<file path="src/rtl/pwrseq_pkg.sv">
package pwrseq_pkg;

  typedef struct packed {
    logic cntClr;
    logic cntInc;
  } seqStrobes_t;

  typedef enum logic [1:0] {
    ST_HOLD  = 2'd0,
    ST_COUNT = 2'd1,
    ST_RUN   = 2'd2
  } seqState_t;

endpackage

</file>
<file path="src/rtl/pwrseq_datapath.sv">
module pwrseq_datapath
  import pwrseq_pkg::*;
#(
  parameter int DELAY_CYCLES = 6000000,
  parameter int SYNC_STAGES  = 2
) (
  input  logic        clk,
  input  logic        rstN,
  input  logic        dcLow,
  input  seqStrobes_t strobes,
  output logic        dcBad,
  output logic        cntDone
);

  localparam int CNT_W = (DELAY_CYCLES > 1) ? $clog2(DELAY_CYCLES) : 1;
  localparam logic [CNT_W-1:0] LAST = CNT_W'(DELAY_CYCLES - 1);

  logic [SYNC_STAGES-1:0] syncQ;
  logic [CNT_W-1:0]       cnt;

  generate
    if (SYNC_STAGES == 1) begin : g_sync1
      always_ff @(posedge clk or negedge rstN) begin
        if (!rstN) syncQ <= '1;
        else       syncQ <= dcLow;
      end
    end else begin : g_syncN
      always_ff @(posedge clk or negedge rstN) begin
        if (!rstN) syncQ <= '1;
        else       syncQ <= {syncQ[SYNC_STAGES-2:0], dcLow};
      end
    end
  endgenerate

  assign dcBad = syncQ[SYNC_STAGES-1];

  always_ff @(posedge clk or negedge rstN) begin
    if (!rstN)                        cnt <= '0;
    else if (strobes.cntClr)          cnt <= '0;
    else if (strobes.cntInc && !cntDone) cnt <= cnt + 1'b1;
  end

  assign cntDone = (cnt == LAST);


  cnt_range_chk: assert property (@(posedge clk) disable iff (!rstN)
    cnt <= LAST);


  cnt_restart_chk: assert property (@(posedge clk) disable iff (!rstN)
    strobes.cntClr |=> (cnt == '0));


  cnt_step_chk: assert property (@(posedge clk) disable iff (!rstN)
    (strobes.cntInc && !strobes.cntClr && !cntDone) |=> (cnt == CNT_W'($past(cnt) + 1'b1)));

endmodule

</file>
<file path="src/rtl/pwrseq_control.sv">
module pwrseq_control
  import pwrseq_pkg::*;
(
  input  logic        clk,
  input  logic        rstN,
  input  logic        dcBad,
  input  logic        cntDone,
  output seqStrobes_t strobes,
  output logic        procInit,
  output logic        procClkEn
);

  seqState_t state, nextState;

  always_comb begin
    nextState = state;
    strobes   = '0;
    unique case (state)
      ST_HOLD: begin
        strobes.cntClr = 1'b1;
        if (!dcBad) nextState = ST_COUNT;
      end
      ST_COUNT: begin
        strobes.cntInc = 1'b1;
        if (dcBad) begin
          strobes.cntClr = 1'b1;
          nextState      = ST_HOLD;
        end else if (cntDone) begin
          nextState = ST_RUN;
        end
      end
      ST_RUN: begin
        if (dcBad) nextState = ST_HOLD;
      end
      default: nextState = ST_HOLD;
    endcase
  end

  always_ff @(posedge clk or negedge rstN) begin
    if (!rstN) begin
      state     <= ST_HOLD;
      procInit  <= 1'b1;
      procClkEn <= 1'b0;
    end else begin
      state     <= nextState;
      procInit  <= (nextState != ST_RUN);
      procClkEn <= (nextState == ST_RUN);
    end
  end


  clk_gate_chk: assert property (@(posedge clk) disable iff (!rstN)
    procClkEn != procInit);


  release_chk: assert property (@(posedge clk) disable iff (!rstN)
    $fell(procInit) |-> ($past(cntDone) && !$past(dcBad)));


  reassert_chk: assert property (@(posedge clk) disable iff (!rstN)
    (dcBad && !procInit) |=> procInit);


  hold_chk: assert property (@(posedge clk) disable iff (!rstN)
    (dcBad && procInit) |=> procInit);

endmodule

</file>
<file path="src/rtl/pwr_init_sequencer.sv">
module pwr_init_sequencer
  import pwrseq_pkg::*;
#(
  parameter int DELAY_CYCLES = 6000000,
  parameter int SYNC_STAGES  = 2
) (
  input  logic clk,
  input  logic rstN,
  input  logic acLow,
  input  logic dcLow,
  output logic procInit,
  output logic procClkEn
);

  seqStrobes_t strobes;
  logic        dcBad;
  logic        cntDone;
  logic        unusedAcLow;

  // AC-low is an advisory warning only
  assign unusedAcLow = acLow;

  pwrseq_datapath #(
    .DELAY_CYCLES(DELAY_CYCLES),
    .SYNC_STAGES (SYNC_STAGES)
  ) i_datapath (
    .clk    (clk),
    .rstN   (rstN),
    .dcLow  (dcLow),
    .strobes(strobes),
    .dcBad  (dcBad),
    .cntDone(cntDone)
  );

  pwrseq_control i_control (
    .clk      (clk),
    .rstN     (rstN),
    .dcBad    (dcBad),
    .cntDone  (cntDone),
    .strobes  (strobes),
    .procInit (procInit),
    .procClkEn(procClkEn)
  );

endmodule

</file>
<file path="config.mk">
export PLATFORM = sky130hd
export DESIGN_NAME = pwr_init_sequencer
export DESIGN_NICKNAME = d
export VERILOG_FILES = /design/src/rtl/pwrseq_pkg.sv /design/src/rtl/pwrseq_datapath.sv /design/src/rtl/pwrseq_control.sv /design/src/rtl/pwr_init_sequencer.sv
export SDC_FILE = /design/constraint.sdc
export NUM_CORES = 1
export LEC_CHECK = 0
export BUFFER_PORTS_ARGS = -buffer_cell sky130_fd_sc_hd__buf_4
export CORE_MARGIN = 2
export CORE_UTILIZATION = 55
export DETAILED_ROUTE_END_ITERATION = 8
export PLACE_DENSITY = 0.69
export SYNTH_ARGS = -nofsm -noshare
export SYNTH_HDL_FRONTEND = slang
export SYNTH_HIERARCHICAL = 1
export SYNTH_SLANG_ARGS = --single-unit
</file>
<file path="constraint.sdc">
create_clock -name clk -period 2.55 [get_ports clk]
set_input_delay 0 -clock clk [delete_from_list [all_inputs] [get_ports clk]]
set_output_delay 0 -clock clk [all_outputs]
set_load 0.02 [all_outputs]
</file>
==> impl_metrics.py <==
metrics = {
    "drt": {
        "final_antenna_net_count": 0,
        "dr.first_iter.drc_count": 37,
        "firstDrtPassIters": 4,
        "wire_per_inst_um": 14.3,
        "drc_errors": 0,
        "drt_wl_total_mm": 2.76,
        "vias_per_cell": 6.12,
        "route.vias.total": 1181,
    },
    "worst_setup_path": {
        "cp.arrival_ns": 2.41,
        "path_buf_inv": 0,
        "path_cells": "ha_1, nand2_1, or4_1, o21ai_4, mux2i_1, nor2_1",
        "crit_fanout": 14,
        "required_ns": 2.77,
        "startpoint_type": "register",
        "path_delay_family": "simple AND/OR/NAND/NOR gates",
        "end_kind": "register",
        "crit_slowest_cell": "or4_1",
        "critPathMaxStageDelay_ns": 0.66,
        "worstSetupPathType": "reg -> reg",
    },
    "logic_synthesis": {
        "ys_warn_count": 6,
        "synth_top_area_share_pct": 43.7,
        "syn-num-nets": 157,
        "synth_area_leaders": "dfrtp_1, xor2_1, dfstp_2",
        "postSynthCellCount": 152,
        "synth_seq_cells": 29,
        "avgSynthCellArea_sq_um": 9.80,
        "synthArstFlopShare_pct": 100,
        "synth_edf_count": 0,
        "synth_top_area_cell": "dfrtp_1",
        "syn_area_sq_um": 1490,
        "synthFlopType": "dfrtp_1",
        "post_synth_num_cell_types": 35,
        "seq_area_frac_synth_pct": 49.0,
    },
    "grt": {
        "track_usage_pct": 19.4,
        "grt_max_degree": 30,
        "antenna_found_initial": 0,
        "grt_pass1_vias": 1070,
        "grt_first_pass_wirelength_mm": 4.71,
        "grt-ovfl-total": 0,
    },
    "timing": {
        "finalSetupViolCount": 0,
        "hold_viol": 0,
        "fmax_ghz": 0.456,
        "fin_crit_ns": 2.19,
        "rsz0062_at_grt": "no",
        "setup_tns_ns": 0,
        "setup_ws_ns": 0.358,
        "post-route-period-util_pct": 86.0,
        "timing.final.max_slew_violations": 0,
        "relSlewSlack_pct": 61.6,
        "finClkSkew_ns": 0.00290,
        "worst_pin_slew_ns": 0.571,
    },
    "power": {
        "irDropWorstVdd_mv": 0.392,
        "power_leakage_nw": 0.682,
        "cellPowerDensity_nw_per_um2": 500,
    },
    "cells_and_area": {
        "area_growth_pct": 9.99,
        "final_common_cell": "dfrtp_1",
        "antennaDiodeCount": 0,
        "drive_gt1_share_pct": 13.5,
        "layout_common_cells": "dfrtp_1, nor2_1, a21oi_1",
        "design_area_sq_um": 1640,
        "nets": 167,
        "utilization_pct": 65.0,
    },
    "outcome": {
        "status": "complete, no violations",
    },
    "floorplanning": {
        "ioPinCount": 6,
        "floorplan.initialDensity_pct": 59.1,
        "dieArea_sq_um": 3140,
        "die_y_um": 56.1,
        "row_count": 18,
        "die_x_um": 56.1,
        "design.core.area_sq_um": 2520,
    },
    "cts": {
        "cts_buffers": 5,
        "clk_pin_slew_ns": 0.09,
        "clock-sinks": 29,
        "clock_path_buffers": 2,
        "cts_tree": "built",
        "h-tree-depth": 2,
        "clock_latency_ns": 0.32,
        "cts-root-buf": "clkbuf_4",
    },
    "min_path": {
        "hold_path.class": "in -> async",
    },
    "placement": {
        "placed_area_sq_um": 1550,
        "pre_cts_ws_ns": 0.389,
        "dp_hpwl_mm": 1.91,
        "gp_congestion": 0.780,
        "numPortBuffers": 4,
    },
    "flow_run": {
        "max-cap-violations": 0,
    },
}
report_power, final:
group	total (mW)	switching (mW)	internal, mW	leakage, nW
sequential	0.469	0.00418	0.464	0.392
clock	0.316	0.157	0.160	0.0413
combinational	0.0342	0.0230	0.0112	0.248
repair_timing:
item	4_1_cts	5_1_grt
setup buffers	0	0
endpoints found under the hold margin	30	0
endpoints found under the setup margin	0	0
resized for setup	0	0
hold buffers	2	0
layer usage:
metal | track usage (%) | routed length (um) | vias up
met5 | 0 | 0 | -
met4 | 8.16 | 46 | 0
met3 | 6.28 | 120 | 5
met2 | 29.7 | 1270 | 21
met1 | 25.2 | 1320 | 576
li1 | - | - | 579
flip-flops by register name, indices dropped and copies added, names as in the netlist:
name / cells
i_control/state: 2
i_control/procInit: 1
i_control/procClkEn: 1
i_datapath/syncQ: 2
i_datapath/cnt: 23
worst register-to-register path, stage by stage (launching register included):
cell and delay (ns):
dfrtp_1 0.43, ha_1 0.22, nand2_1 0.10, or4_1 0.66
o21ai_4 0.39, mux2i_1 0.23, nor2_1 0.06
cells by family after synthesis:
family / synth area share, %
buffers and inverters: 2.35
adders and majority gates: 0.839
DFF: 49.0
and+or+nand+nor: 28.6
muxes: 0.672
AOI/OAI and AO/OA: 12.7
xor gates and xnor gates: 5.88
final cells by class:
type / instances / area (sq um)
clock inverters: 1 / 5.00
fillers: 206 / 883
multi-input cells: 116 / 726
repair buffers: 9 / 72.6
clock buffers: 7 / 65.1
inverters: 1 / 3.75
flip-flops and latches: 29 / 729
well taps: 30 / 37.5
cell usage after synthesis, types with 2 or more instances:
cell type	n
a21o_1	2
a21oi_1	12
and3_1	5
clkbuf_1	4
dfrtp_1	26
dfstp_2	3
nand2_1	11
nand3_1	8
nand4_1	7
nor2_1	16
nor2b_1	3
nor4_1	3
o211ai_1	3
o21ai_0	6
o21ai_1	3
o31ai_1	3
or3_1	6
or4_1	5
xor2_1	10
path summary, 6_finish.rpt:
check	slack, ns	from	end	cells after the start
max in group asynchronous	2.13	rstN	i_datapath/syncQ[0]	2
hold / removal	0.12	rstN	i_datapath/cnt[10]	2
min in group clk	0.33	dcLow	i_datapath/syncQ[0]	2
hold reg to reg	0.36	i_datapath/syncQ[0]	i_datapath/syncQ[1]	0
setup / recovery	0.36	i_datapath/cnt[0]	i_datapath/cnt[1]	6
setup reg to reg	0.36	i_datapath/cnt[0]	i_datapath/cnt[1]	6
stage by stage:
step           hold slack (ns)  std cells  power (mW)
2_1_floorplan           -0.296        152       0.493
3_3_place_gp           -0.0650        183       0.509
3_5_place_dp           -0.0566        183       0.510
4_1_cts                  0.125        193       0.829
5_1_grt                  0.146        193       0.852
6_report                 0.118        193       0.819
Power figures use the tool's default switching activity.
